## src/rtl/wsg_pkg.sv

```systemverilog
package wsg_pkg;

   // Code group bit order: {j,h,g,f,i,e,d,c,b,a}, bit 0 leaves the lane first.
   typedef logic [9:0] code_t;

   // Comma byte: y = 5, x = 28.
   localparam logic [7:0] COMMA_BYTE = 8'hBC;

   // The two comma encodings, named by the disparity they leave behind.
   localparam code_t COMMA_LEAVES_POS = 10'h17C;
   localparam code_t COMMA_LEAVES_NEG = 10'h283;

endpackage

```

## src/rtl/wsg_enc_6b.sv

```systemverilog
module wsg_enc_6b (
   input  logic [4:0] sym5,
   input  logic       is_k28,
   input  logic       rd_in,
   output logic [5:0] grp6,
   output logic       rd_mid
);

   logic [5:0] neg_form;   // written a,b,c,d,e,i from left to right
   logic [5:0] base;       // base[0] = a
   logic       unbal;
   logic       twin;

   always_comb begin
      unique case (sym5)
         5'd0 : neg_form = 6'b100111;
         5'd1 : neg_form = 6'b011101;
         5'd2 : neg_form = 6'b101101;
         5'd3 : neg_form = 6'b110001;
         5'd4 : neg_form = 6'b110101;
         5'd5 : neg_form = 6'b101001;
         5'd6 : neg_form = 6'b011001;
         5'd7 : neg_form = 6'b111000;
         5'd8 : neg_form = 6'b111001;
         5'd9 : neg_form = 6'b100101;
         5'd10: neg_form = 6'b010101;
         5'd11: neg_form = 6'b110100;
         5'd12: neg_form = 6'b001101;
         5'd13: neg_form = 6'b101100;
         5'd14: neg_form = 6'b011100;
         5'd15: neg_form = 6'b010111;
         5'd16: neg_form = 6'b011011;
         5'd17: neg_form = 6'b100011;
         5'd18: neg_form = 6'b010011;
         5'd19: neg_form = 6'b110010;
         5'd20: neg_form = 6'b001011;
         5'd21: neg_form = 6'b101010;
         5'd22: neg_form = 6'b011010;
         5'd23: neg_form = 6'b111010;
         5'd24: neg_form = 6'b110011;
         5'd25: neg_form = 6'b100110;
         5'd26: neg_form = 6'b010110;
         5'd27: neg_form = 6'b110110;
         5'd28: neg_form = 6'b001110;
         5'd29: neg_form = 6'b101110;
         5'd30: neg_form = 6'b011110;
         default: neg_form = 6'b101011;
      endcase
      if (is_k28) begin
         neg_form = 6'b001111;
      end
      for (int n = 0; n < 6; n++) begin
         base[n] = neg_form[5-n];
      end
      unbal = ($countones(base) != 3);
      // the one balanced group that still has two forms
      twin  = (sym5 == 5'd7) && !is_k28;
      grp6   = (rd_in && (unbal || twin)) ? ~base : base;
      rd_mid = unbal ? ~rd_in : rd_in;
   end

endmodule

```

## src/rtl/wsg_enc_4b.sv

```systemverilog
module wsg_enc_4b (
   input  logic [2:0] sym3,
   input  logic [4:0] sym5,
   input  logic       k_valid,
   input  logic       is_k28,
   input  logic       rd_mid,
   output logic [3:0] grp4,
   output logic       rd_out
);

   logic       use_alt;
   logic [3:0] neg_form;   // written f,g,h,j from left to right
   logic [3:0] base;       // base[0] = f
   logic       unbal;
   logic       flip;
   logic       k_swap;

   always_comb begin
      use_alt = k_valid
             || (!rd_mid && (sym5 inside {5'd17, 5'd18, 5'd20}))
             || ( rd_mid && (sym5 inside {5'd11, 5'd13, 5'd14}));
      unique case (sym3)
         3'd0: neg_form = 4'b1011;
         3'd1: neg_form = 4'b1001;
         3'd2: neg_form = 4'b0101;
         3'd3: neg_form = 4'b1100;
         3'd4: neg_form = 4'b1101;
         3'd5: neg_form = 4'b1010;
         3'd6: neg_form = 4'b0110;
         default: neg_form = use_alt ? 4'b0111 : 4'b1110;
      endcase
      for (int n = 0; n < 4; n++) begin
         base[n] = neg_form[3-n];
      end
      unbal  = ($countones(base) != 2);
      flip   = rd_mid && (unbal || (sym3 == 3'd3));
      // after a K28 prefix the balanced tails take their mirror form
      k_swap = is_k28 && !rd_mid && (sym3 inside {3'd1, 3'd2, 3'd5, 3'd6});
      grp4   = (flip || k_swap) ? ~base : base;
      rd_out = unbal ? ~rd_mid : rd_mid;
   end

endmodule

```

## src/rtl/wsg_seq_ctrl.sv

```systemverilog
module wsg_seq_ctrl #(
   parameter int                 SEQ_LEN  = 16,
   parameter logic [SEQ_LEN-1:0] REV_MASK = {{(SEQ_LEN-4){1'b0}}, 4'b1010}
) (
   input  logic clk,
   input  logic rst,
   input  logic sync_req,
   input  logic rd_now,
   output logic emit_sync,
   output logic emit_pol,
   output logic active_q
);

   localparam int                CNT_W = $clog2(SEQ_LEN);
   localparam logic [CNT_W-1:0]  LAST  = CNT_W'(SEQ_LEN - 1);

   // Resulting polarity of each character for a train started at negative disparity.
   function automatic logic [SEQ_LEN-1:0] build_pol();
      logic [SEQ_LEN-1:0] p;
      p[0] = 1'b1;
      for (int n = 1; n < SEQ_LEN; n++) begin
         p[n] = REV_MASK[n] ? p[n-1] : ~p[n-1];
      end
      return p;
   endfunction

   localparam logic [SEQ_LEN-1:0] POL_A = build_pol();

   if (SEQ_LEN < 4) begin : g_bad_len
      $error("wsg_seq_ctrl: SEQ_LEN must be at least 4");
   end
   if (REV_MASK[0]) begin : g_bad_mask
      $error("wsg_seq_ctrl: the first character cannot repeat a polarity");
   end

   logic [CNT_W-1:0] pos_q, pos_nx;
   logic             var_q, var_nx;
   logic             carry_on, start;

   always_comb begin
      carry_on  = active_q && (pos_q != LAST);
      start     = !carry_on && sync_req;
      emit_sync = carry_on || start;
      pos_nx    = carry_on ? pos_q + CNT_W'(1) : '0;
      var_nx    = start ? rd_now : var_q;
      emit_pol  = POL_A[pos_nx] ^ var_nx;
   end

   always_ff @(posedge clk) begin
      if (rst) begin
         active_q <= 1'b0;
         pos_q    <= '0;
         var_q    <= 1'b0;
      end else begin
         active_q <= emit_sync;
         pos_q    <= pos_nx;
         var_q    <= var_nx;
      end
   end

   AST_TRAIN_HOLDS: assert property (@(posedge clk) disable iff (rst)
      (active_q && pos_q != LAST) |=> active_q) else $error("train cut short");

   AST_TRAIN_LENGTH: assert property (@(posedge clk) disable iff (rst)
      (active_q && pos_q == LAST && !sync_req) |=> !active_q) else $error("train overran");

endmodule

```

## src/rtl/wsync_gen.sv

```systemverilog
module wsync_gen #(
   parameter int                 SEQ_LEN  = 16,
   parameter logic [SEQ_LEN-1:0] REV_MASK = {{(SEQ_LEN-4){1'b0}}, 4'b1010}
) (
   input  logic       clk,
   input  logic       rst,
   input  logic       sync_req,
   input  logic       ctrl_flag,
   input  logic [7:0] data_in,
   output logic [9:0] code_out,
   output logic       rd_pos,
   output logic       sync_active
);
   import wsg_pkg::*;

   logic       emit_sync, emit_pol;
   logic [7:0] enc_byte;
   logic       enc_k, enc_rd;
   logic       k_valid, is_k28;
   logic [5:0] grp6;
   logic [3:0] grp4;
   logic       rd_mid, rd_next;
   code_t      code_q;
   logic       rd_q;

   wsg_seq_ctrl #(
      .SEQ_LEN  (SEQ_LEN),
      .REV_MASK (REV_MASK)
   ) i_seq (
      .clk       (clk),
      .rst       (rst),
      .sync_req  (sync_req),
      .rd_now    (rd_q),
      .emit_sync (emit_sync),
      .emit_pol  (emit_pol),
      .active_q  (sync_active)
   );

   always_comb begin
      enc_byte = emit_sync ? COMMA_BYTE : data_in;
      enc_k    = emit_sync || ctrl_flag;
      // a train character is encoded from the disparity opposite its target polarity
      enc_rd   = emit_sync ? ~emit_pol : rd_q;
      k_valid  = enc_k && ((enc_byte[4:0] == 5'd28)
               || ((enc_byte[7:5] == 3'd7)
                   && (enc_byte[4:0] inside {5'd23, 5'd27, 5'd29, 5'd30})));
      is_k28   = k_valid && (enc_byte[4:0] == 5'd28);
   end

   wsg_enc_6b i_enc6 (
      .sym5   (enc_byte[4:0]),
      .is_k28 (is_k28),
      .rd_in  (enc_rd),
      .grp6   (grp6),
      .rd_mid (rd_mid)
   );

   wsg_enc_4b i_enc4 (
      .sym3    (enc_byte[7:5]),
      .sym5    (enc_byte[4:0]),
      .k_valid (k_valid),
      .is_k28  (is_k28),
      .rd_mid  (rd_mid),
      .grp4    (grp4),
      .rd_out  (rd_next)
   );

   always_ff @(posedge clk) begin
      if (rst) begin
         code_q <= '0;
         rd_q   <= 1'b0;
      end else begin
         code_q <= {grp4, grp6};
         rd_q   <= rd_next;
      end
   end

   assign code_out = code_q;
   assign rd_pos   = rd_q;

   AST_GROUP_WEIGHT: assert property (@(posedge clk) disable iff (rst)
      1'b1 |=> ($countones(code_out) inside {4, 5, 6})) else $error("bad weight");

   AST_DATA_DISPARITY: assert property (@(posedge clk) disable iff (rst)
      1'b1 |=> (sync_active
                || (($countones(code_out) == 5) == (rd_pos == $past(rd_pos)))))
      else $error("disparity drift");

   AST_REQ_STARTS: assert property (@(posedge clk) disable iff (rst)
      (!sync_active && sync_req) |=> sync_active) else $error("request lost");

   AST_COMMA_FORM: assert property (@(posedge clk) disable iff (rst)
      sync_active |-> ((code_out == COMMA_LEAVES_POS && rd_pos)
                    || (code_out == COMMA_LEAVES_NEG && !rd_pos)))
      else $error("train character malformed");

   AST_SECOND_REVERSAL: assert property (@(posedge clk) disable iff (rst)
      $rose(sync_active) |=> (sync_active && rd_pos == $past(rd_pos)))
      else $error("second character did not repeat polarity");

endmodule

```

## config.mk

```make
export PLATFORM = sky130hd
export DESIGN_NAME = wsync_gen
export DESIGN_NICKNAME = d
export VERILOG_FILES = /design/src/rtl/wsg_pkg.sv /design/src/rtl/wsg_enc_6b.sv /design/src/rtl/wsg_enc_4b.sv /design/src/rtl/wsg_seq_ctrl.sv /design/src/rtl/wsync_gen.sv
export SDC_FILE = /design/constraint.sdc
export NUM_CORES = 1
export LEC_CHECK = 0
export ABC_AREA = 1
export CAP_MARGIN = 25
export CORE_MARGIN = 5
export CORE_UTILIZATION = 39
export CTS_BUF_LIST = sky130_fd_sc_hd__clkbuf_8 sky130_fd_sc_hd__clkbuf_16
export DETAILED_ROUTE_END_ITERATION = 16
export PLACE_DENSITY_LB_ADDON = 0.12
export SYNTH_ARGS = -nofsm -noshare
export SYNTH_HDL_FRONTEND = slang
export SYNTH_HIERARCHICAL = 1
export SYNTH_SLANG_ARGS = --single-unit
```

## constraint.sdc

```tcl
create_clock -name clk -period 20 [get_ports clk]
set_clock_uncertainty 0.1 [all_clocks]
set_input_delay 2 -clock clk [delete_from_list [all_inputs] [get_ports clk]]
set_output_delay 2 -clock clk [all_outputs]
set_load 0.02 [all_outputs]
```

==> results.toml, run 1 <==
[timing]
tightestPinTransition_ns = 0.580
clock.fmax_mhz = 114
maxSlewViolCount = 0
worst_slack_ns = 11.23
timing.final.crit_share_pct = 43.9
setup_tns_ns = 0
final_hold_viol_count = 0
rsz0062_at_grt = "false"
finalSetupViolCount = 0
post-route-min-period_ns = 8.77
timing.slew.headroom_pct = 61.2

[worst_setup_path]
cp.arrival_ns = 8.85
path_delay_family = "adder cells"
critPathMaxFanout = 10
cp-start-kind = "primary input"
cp-end-kind = "flop"
slowest_stage = "nor2_1"
critPathBufInv = 11
cp_slowest_stage_delay_ns = 0.57
cp.required_ns = 20.08
worst-setup-path-type = "in -> reg"

[clock_tree]
ctsResizeCount = 0
clkLatencyLatePin_ns = 0.25
cts_setup_buffers = 0
cts_buffers = 3
clock_path_buffers = 2
cts_num_sinks = 17
cts_tree = "done"
cts_root_buffer = "clkbuf_8"
htreeDepth = 1
clk_pin_slew_ns = 0.06
postCtsHoldBufs = 0

[synthesis]
netlist_top_cells_count = "71 x nand2_1, 42 x inv_1, 32 x nand3_1"
yosysTopAreaCell = "dfxtp_1"
synthAdderAreaFrac_pct = 12.7
syn-instance-count = 283
synth_top_family_by_area = "simple AND/OR/NAND/NOR gates"
synth_seq_cells = 17
synth_top_area_share_pct = 18.7
yosysMostFrequentCell = "nand2_1"
synth_nets = 311
syn_area_sq_um = 1820
synthFlopType = "dfxtp_1"
ys_types = 33
async_flop_share_pct = 0
synth_xor_area_share_pct = 2.41
synth.mux.area_fraction_pct = 0
yosysSeqAreaShare_pct = 18.7
synth-edff-count = 0
synth-simple-area-share_pct = 46.5
synth_compound_area_share_pct = 5.79
yosys_warnings = 6
synthTopCellsByArea = "dfxtp_1 19%, nand2_1 15%, nand3_1 8.8%"
synth.avg_cell_area_sq_um = 6.42

[power_and_ir_drop]
p_per_area_nw_per_um2 = 76.2
internal_power_uw = 95.0
p_leak_nw = 1.11
finalPower_uw = 162
comb_power_share_pct = 58.1
ir_worst_vdd_mv = 0.0259
sw_frac_of_total_pct = 41.4
p_seq_share_pct = 27.0
clockPowerShare_pct = 14.9
power.switching_uw = 67.0

[placement]
place.gp.congestion = 0.860
post-place-ws_ns = 10.92
hpwl_um = 2780
portBuffers = 23
dpl_cell_area_sq_um = 2080

[drt]
vias = 1613
wl_um = 3370
remaining_drc_errors = 0
drt_iter0_markers = 46
vias_per_cell = 4.51
firstDrtPassIters = 5
post_drt_wl_per_cell_um = 9.42
final_antenna_net_count = 0

[grt]
antenna_found_initial = 0
grt_max_degree = 18
grt_first_pass_wirelength_um = 6160
gr-total-overflow = 0
grt_pass1_vias = 1454
track_usage_pct = 11.8

[cells_and_area]
final_util_pct = 47.9
design_area_sq_um = 2130
fillers = 469
nNetsFinal = 335
drive_above_1_share_pct = 17.0
area_growth_pct = 17.1
insertedDiodeCount = 0

[die]
core-area_sq_um = 4440
ios = 24
start_util_pct = 40.9
die_w_um = 78.3
die_y_um = 78.3
dieArea_sq_um = 6120
rows = 24

[outcome]
status = "finished clean"

[hold_path]
hold_class = "reg -> reg"

[flow_run]
drv_cap = 0
[tightest hold or removal path, cell delays in order, from the launching register on]
cell and delay, ns:
dfxtp_1 0.30, nand2_2 0.06, nand2_2 0.05, inv_2 0.06
nor2_1 0.03
[state kept, by name (all words and copies together), names as in the netlist]
signal	cells
code_out	10
i_seq/active_q	1
i_seq/pos_q	4
i_seq/var_q	1
rd_pos	1
[layout make-up]
cell class | count | area, sq um | area share, %
repair buffers | 23 | 230 | 10.8
multi-input cells | 206 | 1220 | 57.5
clock buffers | 3 | 41.3 | 1.94
well taps | 52 | 65.1 | 3.06
inverters | 56 | 223 | 10.5
clock inverters | 1 | 3.75 | 0.176
flip-flops and latches | 17 | 340 | 16.0
[cells by family after synthesis]
group / Yosys count
xor+xnor: 5
buf+inv: 60
compound gates: 17
simple gates: 168
flops: 17
fa+ha+maj: 16
[path summary, 6_finish.rpt]
kind | start | end | slack [ns] | cells after the start
max | sync_req | code_out[6] | 11.23 | 41
min | i_seq/var_q | i_seq/var_q | 0.45 | 4
max reg2reg | i_seq/pos_q[0] | code_out[6] | 12.65 | 42
min reg2reg | i_seq/var_q | i_seq/var_q | 0.45 | 4
[per-stage QoR]
stage | std cells | hold slack, ns
finish | 358 | 0.447
global route | 358 | 0.501
CTS | 358 | 0.453
detailed placement | 354 | 0.441
global placement | 354 | 0.443
floorplan | 283 | 0.418
[cell usage in the layout (no fill, tap or decap), drive strengths merged]
cell type      count
nand3b             2
ha                12
xnor2              1
nand3             39
nor3               2
o21a               1
nand2             84
nand4              2
a21oi              7
xor2               4
clkdlybuf4s50     23
nor2              37
o21ai              8
or2                2
inv               57
a21boi             1
fa                 4
clkbuf             3
dfxtp             17
[layer usage]
layer  up-vias  share of wire (%)  global-route usage, %
li1        910                  -                      -
met1       662                 51                   16.0
met2        37                 42                   19.2
met3         4                5.1                   1.72
met4         0                1.2                   4.02
met5         -                  0                      0
[power groups by stage]
stage               combinational, mW  sequential [mW]  clock, mW
finish                         0.0941           0.0438     0.0241
global route                    0.107           0.0450     0.0267
CTS                            0.0956           0.0439     0.0254
detailed placement             0.0953           0.0446          0
global placement               0.0945           0.0449          0
floorplan                      0.0597           0.0540          0
Power figures use the tool's default switching activity.
==> run 2: changes to the inputs <==
Clock period 20 ns to 7.7 ns, I/O delays scaled along.
==> run 2 against run 1 <==
Effect of this change:
- wire length increased by 7.1%
- total power increased to 2.7 times the previous value
- global-route usage increased by 0.88 points
- critical endpoint unchanged
- register-to-register slack got worse by 12 ns
- largest cell class unchanged
- die area unchanged
- cell area increased by 1.9%
- via count increased by 2.2%
- sequential share of layout area decreased by 0.30 points
- worst hold slack got worse by 0.0038 ns
==> results.toml, run 2 (synthesis results as in run 1) <==
[outcome]
status = "finished clean"

[worst_setup_path]
slowest_stage = "fa_1"
cp_slowest_stage_delay_ns = 0.55
cp.arrival_ns = 7.16
cp-end-kind = "flop"
cpMostUsedCell = "inv_1"
critPathBufInv = 11
cp-start-kind = "primary input"
cp.depth = 40
path_delay_family = "adder cells"
critPathMaxFanout = 8
worst-setup-path-type = "in -> reg"
rr_worst_depth = 41
cp.required_ns = 7.77

[clock_tree]
cts_tree = "done"
cts_setup_buffers = 0
clk_pin_slew_ns = 0.06
clkLatencyLatePin_ns = 0.24
cts_num_sinks = 17
cts_buffers = 3
postCtsHoldBufs = 0
ctsResizeCount = 0
htreeDepth = 1
clock_path_buffers = 2
cts_root_buffer = "clkbuf_8"

[cells_and_area]
stdcell_count = 362
largest_reg_flops = 10
layout_commonest_cell = "nand2_1"
insertedDiodeCount = 0
drive_above_1_share_pct = 18.7
nNetsFinal = 339
area_growth_pct = 19.3
final_cell_mix = "71 x nand2_1, 43 x inv_1, 32 x nand3_1, 28 x nor2_1, 23 x clkdlybuf4s50_1"
fillers = 480
design_area_sq_um = 2170

[timing]
timing.slew.headroom_pct = 59.1
rsz0062_at_grt = "false"
tightestPinTransition_ns = 0.607
maxSlewViolCount = 0
setup_tns_ns = 0
post-route-min-period_ns = 7.08
final_hold_viol_count = 0
timing.final.crit_share_pct = 92.0
clock.fmax_mhz = 141
finalSetupViolCount = 0

[hold_path]
hold_class = "reg -> reg"
min_path_cells = 4

[placement]
dpl_cell_area_sq_um = 2110
placed_cells = 358
hpwl_um = 3000
place.gp.congestion = 0.895
portBuffers = 23

[flow_run]
drv_cap = 0

[die]
rows = 24
die_w_um = 78.3
ios = 24
dieArea_sq_um = 6120
die_y_um = 78.3
core-area_sq_um = 4440
start_util_pct = 40.9

[drt]
vias = 1648
firstDrtPassIters = 4
vias_per_cell = 4.55
wl_um = 3610
drt_iter0_markers = 48
final_antenna_net_count = 0
remaining_drc_errors = 0
post_drt_wl_per_cell_um = 9.98

[grt]
grt_first_pass_wirelength_um = 6480
grt_max_degree = 18
antenna_found_initial = 0
track_usage_pct = 12.7
grt_pass1_vias = 1525
gr-total-overflow = 0

[power_and_ir_drop]
ir_worst_vdd_mv = 0.0594
p_per_area_nw_per_um2 = 198
p_leak_nw = 1.13
[run 2: worst paths after layout]
path	startpoint	to	slack, ns
min	i_seq/var_q	i_seq/var_q	0.44
max reg2reg	i_seq/pos_q[0]	code_out[6]	0.87
min reg2reg	i_seq/var_q	i_seq/var_q	0.44
max	sync_req	code_out[6]	0.62
[run 2: worst min-delay path, stage by stage (launching register included)]
cell and delay (ns):
dfxtp_1 0.30, nand2_2 0.06, nand2_2 0.05, inv_2 0.06
nor2_1 0.03
[run 2: layout make-up]
type | count | area (sq um) | share of cell area [%]
sequential | 17 | 340 | 15.7
timing repair buffer | 27 | 260 | 12.0
tap | 52 | 65.1 | 3.00
inverter | 56 | 223 | 10.3
multi-input combinational | 206 | 1230 | 56.9
clock inverter | 1 | 3.75 | 0.173
clock buffer | 3 | 41.3 | 1.91
[run 2: metal layers]
| metal | GRT usage (%) | wire length (um) | part of all wire [%] | up-vias |
|---|---|---|---|---|
| li1 | - | - | - | 919 |
| met1 | 17.1 | 1840 | 51 | 684 |
| met2 | 20.6 | 1540 | 43 | 43 |
| met3 | 1.72 | 206 | 5.7 | 2 |
| met4 | 4.72 | 29 | 0.80 | 0 |
| met5 | 0 | 0 | 0 | - |
[run 2: where the power goes]
part	internal (mW)	switching (mW)	leakage [nW]
combinational	0.109	0.144	0.962
clock	0.0352	0.0267	0.0269
sequential	0.108	0.00672	0.141
total	0.252	0.178	1.13
[run 2: stage by stage]
step / hold WS (ns) / worst slack (ns) / util [%] / power [mW]
6_report: 0.443 / 0.618 / 48.8 / 0.430
3_5_place_dp: 0.436 / 0.239 / 47.5 / 0.367
3_3_place_gp: 0.439 / 0.305 / 47.5 / 0.364
4_1_cts: 0.445 / 0.471 / 48.5 / 0.431
2_1_floorplan: 0.418 / 1.12 / - / 0.295
5_1_grt: 0.491 / 0.0196 / 48.8 / 0.475
